<file path="config.mk">
export PLATFORM = sky130hd
export DESIGN_NAME = link_supervisor
export DESIGN_NICKNAME = d
export VERILOG_FILES = /design/src/rtl/lvs_pkg.sv /design/src/rtl/lvs_levels.sv /design/src/rtl/lvs_ovp.sv /design/src/rtl/lvs_ctrl.sv /design/src/rtl/link_supervisor.sv
export SDC_FILE = /design/constraint.sdc
export NUM_CORES = 1
export LEC_CHECK = 0
export BUFFER_PORTS_ARGS = -buffer_cell sky130_fd_sc_hd__buf_2
export CORE_MARGIN = 2
export CORE_UTILIZATION = 60
export CTS_BUF_LIST = sky130_fd_sc_hd__clkbuf_8
export DETAILED_ROUTE_END_ITERATION = 16
export PLACE_DENSITY = 0.76
export SYNTH_ARGS = -nofsm -noshare
export SYNTH_HDL_FRONTEND = slang
export SYNTH_SLANG_ARGS = --single-unit
</file>
<file path="constraint.sdc">
create_clock -name clk -period 3.1 [get_ports clk]
set_clock_uncertainty 0.2 [all_clocks]
set_input_delay 0.62 -clock clk [delete_from_list [all_inputs] [get_ports clk]]
set_output_delay 0.62 -clock clk [all_outputs]
set_load 0.02 [all_outputs]
</file>
<file path="src/rtl/lvs_pkg.sv">
package lvs_pkg;
    typedef enum logic [1:0] {
        ST_BOOT = 2'd0,
        ST_RUN  = 2'd1,
        ST_SAG  = 2'd2,
        ST_LOCK = 2'd3
    } lvs_state_e;

    localparam int PM_SCALE = 1000;
endpackage

</file>
<file path="src/rtl/lvs_levels.sv">
module lvs_levels #(
    parameter int W          = 12,
    parameter int LOW_PM     = 900,
    parameter int HIGH_PM    = 1000,
    parameter int OVP_PM     = 1050,
    parameter int OVP_HYS_PM = 15
) (
    input  logic [W-1:0] ref_val,
    output logic [W:0]   lvl_low,
    output logic [W:0]   lvl_high,
    output logic [W:0]   lvl_trip,
    output logic [W:0]   lvl_rel
);
    import lvs_pkg::*;

    localparam int PW = W + 12;
    localparam int NLVL = 4;
    localparam int PM_TAB [NLVL] = '{LOW_PM, HIGH_PM, OVP_PM, OVP_PM - OVP_HYS_PM};

    logic [NLVL-1:0][W:0] lvl;

    // each level is a constant per-mille fraction of the reference
    for (genvar g = 0; g < NLVL; g++) begin : g_lvl
        logic [PW-1:0] prod;
        logic [PW-1:0] quot;
        assign prod   = PW'(ref_val) * PW'(PM_TAB[g]);
        assign quot   = prod / PW'(PM_SCALE);
        assign lvl[g] = quot[W:0];
    end

    assign lvl_low  = lvl[0];
    assign lvl_high = lvl[1];
    assign lvl_trip = lvl[2];
    assign lvl_rel  = lvl[3];

    always_comb begin
        assert (lvl_rel <= lvl_trip) else $error("a_r5_release_below_trip");
    end
endmodule

</file>
<file path="src/rtl/lvs_ovp.sv">
module lvs_ovp #(
    parameter int W = 12
) (
    input  logic         clk,
    input  logic         rst_n,
    input  logic         smp_vld,
    input  logic [W-1:0] smp_val,
    input  logic [W:0]   lvl_trip,
    input  logic [W:0]   lvl_rel,
    output logic         ovp_inhibit
);
    logic         ovp_q;
    logic [W:0]   smp_x;

    assign smp_x = {1'b0, smp_val};

    always_ff @(posedge clk or negedge rst_n) begin
        if (!rst_n) begin
            ovp_q <= 1'b0;
        end else if (smp_vld) begin
            if (smp_x > lvl_trip) begin
                ovp_q <= 1'b1;
            end else if (smp_x < lvl_rel) begin
                ovp_q <= 1'b0;
            end
        end
    end

    assign ovp_inhibit = ovp_q;

    a_r4_trip_sets: assert property (@(posedge clk) disable iff (!rst_n)
        (smp_vld && (smp_x > lvl_trip)) |=> ovp_q);
    a_r6_ovp_needs_vld: assert property (@(posedge clk) disable iff (!rst_n)
        !smp_vld |=> $stable(ovp_q));
endmodule

</file>
<file path="src/rtl/lvs_ctrl.sv">
module lvs_ctrl #(
    parameter int W        = 12,
    parameter int TRIP_MS  = 112,
    parameter int LOCK_MS  = 2500,
    parameter int CLEAR_MS = 112
) (
    input  logic         clk,
    input  logic         rst_n,
    input  logic         smp_vld,
    input  logic [W-1:0] smp_val,
    input  logic [W:0]   lvl_low,
    input  logic [W:0]   lvl_high,
    input  logic         ms_tick,
    output logic         startup_mode,
    output logic         olp_inhibit
);
    import lvs_pkg::*;

    localparam int OW = $clog2(TRIP_MS + 1);
    localparam int LW = $clog2(LOCK_MS + 1);
    localparam int RW = $clog2(CLEAR_MS + 1);

    lvs_state_e    state_q, state_d;
    logic [OW-1:0] ovl_q;
    logic [LW-1:0] lock_q;
    logic [RW-1:0] run_q;
    logic          above_hi, below_lo, trip, lock_done;

    assign above_hi  = {1'b0, smp_val} >= lvl_high;
    assign below_lo  = {1'b0, smp_val} <  lvl_low;
    assign trip      = ms_tick && (ovl_q >= OW'(TRIP_MS));
    assign lock_done = ms_tick && (lock_q == LW'(LOCK_MS - 1));

    always_comb begin
        state_d = state_q;
        unique case (state_q)
            ST_BOOT: if (smp_vld && above_hi) state_d = ST_RUN;
            ST_RUN:  if (smp_vld && below_lo) state_d = ST_SAG;
            ST_SAG: begin
                if (trip)                     state_d = ST_LOCK;
                else if (smp_vld && above_hi) state_d = ST_RUN;
            end
            ST_LOCK: if (lock_done)           state_d = ST_BOOT;
            default:                          state_d = ST_BOOT;
        endcase
    end

    always_ff @(posedge clk or negedge rst_n) begin
        if (!rst_n) state_q <= ST_BOOT;
        else        state_q <= state_d;
    end

    // overload accumulator, normal-mode run length, lockout length
    always_ff @(posedge clk or negedge rst_n) begin
        if (!rst_n) begin
            ovl_q  <= '0;
            lock_q <= '0;
            run_q  <= '0;
        end else begin
            unique case (state_q)
                ST_SAG:  if (ms_tick && !trip) ovl_q <= ovl_q + 1'b1;
                ST_RUN:  if (run_q >= RW'(CLEAR_MS)) ovl_q <= '0;
                ST_LOCK: ovl_q <= '0;
                default: ovl_q <= ovl_q;
            endcase
            if (state_q != ST_RUN)                           run_q <= '0;
            else if (ms_tick && (run_q < RW'(CLEAR_MS)))     run_q <= run_q + 1'b1;
            if (state_q != ST_LOCK)                          lock_q <= '0;
            else if (ms_tick)                                lock_q <= lock_q + 1'b1;
        end
    end

    always_comb begin
        startup_mode = 1'b1;
        olp_inhibit  = 1'b0;
        unique case (state_q)
            ST_RUN:  startup_mode = 1'b0;
            ST_LOCK: olp_inhibit  = 1'b1;
            default: ;
        endcase
    end

    a_r7_ovl_bounded: assert property (@(posedge clk) disable iff (!rst_n)
        ovl_q <= OW'(TRIP_MS));
    a_r7_boot_no_accum: assert property (@(posedge clk) disable iff (!rst_n)
        (state_q == ST_BOOT) |=> $stable(ovl_q));
    a_r9_lock_holds: assert property (@(posedge clk) disable iff (!rst_n)
        (state_q == ST_LOCK && !ms_tick) |=> (state_q == ST_LOCK));
    a_r6_no_vld_no_run: assert property (@(posedge clk) disable iff (!rst_n)
        (state_q != ST_RUN && !smp_vld) |=> (state_q != ST_RUN));
    a_r9_restart_clear: assert property (@(posedge clk) disable iff (!rst_n)
        (state_q == ST_LOCK && lock_done) |=> (ovl_q == '0));
endmodule

</file>
<file path="src/rtl/link_supervisor.sv">
module link_supervisor #(
    parameter int W          = 12,
    parameter int LOW_PM     = 900,
    parameter int HIGH_PM    = 1000,
    parameter int OVP_PM     = 1050,
    parameter int OVP_HYS_PM = 15,
    parameter int TRIP_MS    = 112,
    parameter int LOCK_MS    = 2500,
    parameter int CLEAR_MS   = 112
) (
    input  logic         clk,
    input  logic         rst_n,
    input  logic         smp_vld,
    input  logic [W-1:0] smp_val,
    input  logic [W-1:0] ref_val,
    input  logic         ms_tick,
    output logic         startup_mode,
    output logic         ovp_inhibit,
    output logic         olp_inhibit,
    output logic         gate_enable
);
    logic [W:0] lvl_low, lvl_high, lvl_trip, lvl_rel;

    lvs_levels #(
        .W(W), .LOW_PM(LOW_PM), .HIGH_PM(HIGH_PM),
        .OVP_PM(OVP_PM), .OVP_HYS_PM(OVP_HYS_PM)
    ) u_levels (
        .ref_val (ref_val),
        .lvl_low (lvl_low),
        .lvl_high(lvl_high),
        .lvl_trip(lvl_trip),
        .lvl_rel (lvl_rel)
    );

    lvs_ovp #(.W(W)) u_ovp (
        .clk        (clk),
        .rst_n      (rst_n),
        .smp_vld    (smp_vld),
        .smp_val    (smp_val),
        .lvl_trip   (lvl_trip),
        .lvl_rel    (lvl_rel),
        .ovp_inhibit(ovp_inhibit)
    );

    lvs_ctrl #(
        .W(W), .TRIP_MS(TRIP_MS), .LOCK_MS(LOCK_MS), .CLEAR_MS(CLEAR_MS)
    ) u_ctrl (
        .clk         (clk),
        .rst_n       (rst_n),
        .smp_vld     (smp_vld),
        .smp_val     (smp_val),
        .lvl_low     (lvl_low),
        .lvl_high    (lvl_high),
        .ms_tick     (ms_tick),
        .startup_mode(startup_mode),
        .olp_inhibit (olp_inhibit)
    );

    assign gate_enable = !(ovp_inhibit || olp_inhibit);

    a_r9_lock_in_startup: assert property (@(posedge clk) disable iff (!rst_n)
        olp_inhibit |-> startup_mode);
    a_r10_ovp_blocks_gate: assert property (@(posedge clk) disable iff (!rst_n)
        ovp_inhibit |-> !gate_enable);
endmodule

</file>
==> results.json, run 1 <==
{
  "dieWidth_um": 197,
  "synth.top_cell.area_share": 0.124,
  "syn_inst": 3054,
  "yosysUniqueCellTypes": 140,
  "die_h_um": 197,
  "yosys_most_used_dff": "dfrtp_1",
  "rows": 70,
  "outcome": "aborted with a tool error",
  "clock-sinks": 29,
  "clk_path_buf_depth": 2,
  "error": "[ERROR GRT-0232] Routing congestion too high. Check the congestion heatmap in the GUI.",
  "synth_area_per_cell_um2": 7.33,
  "clock-root-buffer": "clkbuf_8",
  "portBuffers": 31,
  "endpoint_type": "register data pin",
  "synth_area_leader_cell": "ha_1",
  "yosys_warnings": 0,
  "ios": 32,
  "h-tree-depth": 2,
  "dp.cells": 4693,
  "grt_max_degree": 30,
  "numCtsBuffers": 5,
  "synth-async-reset-ratio": 1.00,
  "seq_area_frac_synth": 0.0324,
  "hpwl_um": 78700,
  "syn-num-nets": 3372,
  "synth_edf_count": 0,
  "worstEndpointGrtRepair": "u_ovp.ovp_inhibit$_DFFE_PN0P_/D",
  "initial_core_util": 0.610,
  "synthesis.area_mm2": 0.0224,
  "grt-ovfl-total": 1399,
  "ys_ff_latch": 29,
  "stop_stage": "global routing (5_1_grt)",
  "hold_buffers": 0,
  "track_usage": 0.957,
  "place_congestion": 1.03,
  "synth.area.top_cells": "ha_1, fa_1, xnor2_1"
}
-- stage by stage --
step | area, um^2 | setup TNS (ns) | setup slack (ns) | hold slack, ns
after floorplan | 23000 | -32.67 | -10.93 | 0.124
after global placement | 32500 | -35.42 | -11.93 | 0.281
after detailed placement | 32500 | -37.49 | -12.62 | 0.314
after CTS | 33500 | -34.28 | -11.48 | 0.163
-- Yosys cell counts (23+ instances only) --
cell,number
nand2b_1,35
nor2b_1,27
a211o_1,31
o211ai_1,58
nand2_1,266
fa_1,68
a211oi_1,57
xnor2_1,140
buf_2,33
o21ai_1,29
ha_1,222
dfrtp_1,29
or2_2,24
clkbuf_1,37
o211a_1,23
nand4_1,48
a21o_1,61
o31ai_1,32
or3_1,40
nand3_1,91
nor3_1,104
xor2_1,59
and2_1,42
nor4_1,25
mux2i_1,38
a31oi_1,58
nor2_1,245
o21ai_0,146
o21a_1,47
a21oi_1,203
inv_1,178
and3_1,36
-- logic make-up after synthesis --
family	after synthesis	share of synthesized area
xor+xnor	201	0.0793
compound gates	1117	0.375
buf+inv	265	0.0483
mux	59	0.0281
fa+ha+maj	303	0.191
flops	29	0.0324
simple gates	1080	0.247
-- metal layers --
metal,overflow,track usage
met3,73,0.851
met5,17,0.695
met4,349,1.04
met1,80,0.891
met2,880,1.11
-- what timing repair did --
| action | CTS |
|---|---|
| buffers inserted | 44 |
| gates resized for setup | 127 |
| pin swaps | 78 |
| endpoints found under the hold margin | 0 |
| endpoints found under the setup margin | 3 |
==> inputs of run 2 (changes only) <==
--- a/config.mk
+++ b/config.mk
@@ -7,10 +7,9 @@
 export LEC_CHECK = 0
 export BUFFER_PORTS_ARGS = -buffer_cell sky130_fd_sc_hd__buf_2
 export CORE_MARGIN = 2
-export CORE_UTILIZATION = 60
-export CTS_BUF_LIST = sky130_fd_sc_hd__clkbuf_8
+export CORE_UTILIZATION = 40
 export DETAILED_ROUTE_END_ITERATION = 16
-export PLACE_DENSITY = 0.76
+export PLACE_DENSITY_LB_ADDON = 0.15
 export SYNTH_ARGS = -nofsm -noshare
 export SYNTH_HDL_FRONTEND = slang
 export SYNTH_SLANG_ARGS = --single-unit
==> run 2 against run 1 <==
  * The flow now finishes, with violations (negative setup slack)
  * Area after synthesis unchanged
  * Synthesized cell count unchanged
==> results.json, run 2 <==
{
  "place_ws_ns": -12.42,
  "hold_class": "input port to asynchronous set/reset pin",
  "initial_core_util": 0.406,
  "vias": 29100,
  "worst_slew_pin_slew_ns": 0.649,
  "rsz0062_at_grt": "true",
  "synth_fa_ha_area_frac": 0.191,
  "hold_buffers": 0,
  "rows": 86,
  "rrSetupSlack_ns": 0.87,
  "area.growth.synth_to_final_pct": 58.0,
  "synth_commonest_cells": "nand2_1, nor2_1, ha_1, a21oi_1, inv_1",
  "synth.area.top_cells": "ha_1, fa_1, xnor2_1",
  "antenna_left": 0,
  "clk_path_buf_depth": 2,
  "max-slew-margin-rel": 0.567,
  "crit_type": "input port to flop",
  "report.final.hold_viol_count": 0,
  "synth-async-reset-ratio": 1.00,
  "tns_ns": -34.06,
  "mostFrequentLayoutCells": "buf_4, nand2_1, nor2_1",
  "clk_latency_ns": 0.27,
  "drt_first_pass_iters": 5,
  "cp-start-kind": "input port",
  "grt-ovfl-total": 0,
  "grt_max_degree": 30,
  "synthesis.area_mm2": 0.0224,
  "ios": 32,
  "crit_slowest_cell": "or4_4",
  "numCtsBuffers": 5,
  "yosys_warnings": 0,
  "place_congestion": 0.948,
  "clock-root-buffer": "clkbuf_16",
  "yosys_most_used_dff": "dfrtp_1",
  "avgRoutedWirePerCell_um": 17.0,
  "antenna_found_initial": 6,
  "drive_gt1_frac": 0.415,
  "drv_slew": 0,
  "grt_first_pass_wirelength_um": 142000,
  "synth.top_cell.area_share": 0.124,
  "fillCellCount": 4836,
  "muxShareOfSynthArea": 0.0281,
  "required_ns": 3.03,
  "portBuffers": 31,
  "dieWidth_um": 241,
  "timing.fmax_mhz": 67.3,
  "seq_area_frac_synth": 0.0324,
  "clock-sinks": 29,
  "maxCapViolCount": 0,
  "synth_compound_area_frac": 0.375,
  "critPathMaxFanout": 8,
  "synth_area_leader_cell": "ha_1",
  "synth_xor_xnor_area_share": 0.0793,
  "synthSimpleGateAreaFrac": 0.247,
  "h-tree-depth": 2,
  "drtIter0Drc": 1718,
  "synth_top_family_by_area": "compound AO/OA/AOI/OAI gates",
  "path_clk_slew_ns": 0.05,
  "dp.cells": 5027,
  "track_usage": 0.292,
  "final-instance-count-excl-fill": 5117,
  "ys_ff_latch": 29,
  "arrival_ns": 14.80,
  "outcome": "complete, but fails checks",
  "multi_input_area_mm2": 0.0224,
  "coreArea_mm2": 0.0552,
  "route.detailed.drc": 0,
  "regMostFlops": "u_ctrl.lock_q",
  "seqCellArea_um2": 726,
  "reg_top3": "u_ctrl.lock_q (12), u_ctrl.ovl_q (7), u_ctrl.run_q (7)",
  "yosysUniqueCellTypes": 140,
  "synth_edf_count": 0,
  "syn-num-nets": 3372,
  "largest_reg_flops": 12,
  "hpwl_um": 73200,
  "die_h_um": 241,
  "synthMostInstantiatedCell": "nand2_1",
  "wl_um": 87100,
  "hold_ws_ns": 0.172,
  "cts_tree": "done",
  "timing.final.ws_setup_ns": -11.77,
  "crit_top_cell": "buf_4",
  "layout_commonest_cell": "buf_4",
  "fin_crit_ns": 14.87,
  "setup_viol": 3,
  "crit_path_end_kind": "flop",
  "fin_nets": 4680,
  "slowest_delay_ns": 0.55,
  "period_share": 4.80,
  "grt_pass1_vias": 29000,
  "via_per_inst": 5.69,
  "fp.dieArea_mm2": 0.0579,
  "syn_inst": 3054,
  "violations": "negative setup slack",
  "synth_area_per_cell_um2": 7.33
}
==> run 2: layout make-up <==
type / count / area share
multi-input combinational: 2760 / 0.634
clock buffer: 7 / 0.00403
antenna: 7 / 0.000495
tap: 748 / 0.0265
timing repair buffer: 1381 / 0.295
sequential: 29 / 0.0205
inverter: 185 / 0.0202
==> run 2: cells by family (layout without fill, tap and decap cells) <==
kind of cell | Yosys count | in the layout
fa+ha+maj | 303 | 303
other cells | 0 | 7
simple gates | 1080 | 1080
compound gates | 1117 | 1117
xor+xnor | 201 | 201
flops | 29 | 29
buf+inv | 265 | 1573
mux | 59 | 59
==> run 2: per-layer routing <==
layer	part of all wire	global-route usage
met4	0.024	0.0723
met2	0.48	0.515
met3	0.032	0.0148
met5	0	0
met1	0.46	0.389
==> run 2: path summary, 6_finish.rpt <==
kind                            cells past startpoint                       endpoint                         start
worst min register to register                      2    u_ctrl.run_q[6]$_DFFE_PN0P_   u_ctrl.run_q[6]$_DFFE_PN0P_
worst max register to register                      6  u_ctrl.state_q[1]$_DFFE_PN0P_  u_ctrl.lock_q[9]$_DFFE_PN0P_
min in group clk                                    2    u_ctrl.run_q[6]$_DFFE_PN0P_   u_ctrl.run_q[6]$_DFFE_PN0P_
worst min-delay path                                1    u_ctrl.ovl_q[2]$_DFFE_PN0P_                         rst_n
max in group asynchronous                           1   u_ctrl.lock_q[4]$_DFFE_PN0P_                         rst_n
worst max-delay path                               71  u_ovp.ovp_inhibit$_DFFE_PN0P_                    ref_val[7]
==> run 2: what timing repair did <==
action | in CTS | in global routing
setup buffers | 43 | 33
resized for setup | 166 | 108
hold endpoints to repair | 0 | 0
endpoints found under the setup margin | 3 | 3
pin swaps | 118 | 85
==> run 2: critical path, delay by kind of cell <==
family,cells,cell delay (ns)
AO/OA/AOI/OAI,31,6.52
XOR/XNOR,1,0.18
adder cells (fa/ha/maj),8,2.24
buffers and inverters,13,1.68
multiplexers,1,0.30
AND/OR/NAND/NOR,17,3.25
==> run 2: stage by stage <==
step,cell area (um^2),util
floorplan,23000,-
global placement,33300,0.602
detailed placement,33300,0.602
CTS,34600,0.626
global route,35400,0.641
finish,35400,0.641
Power of run 2 is left out: the tool's default activity adds up to more than one toggle a clock period on the data nets, which glitch-free logic cannot reach.
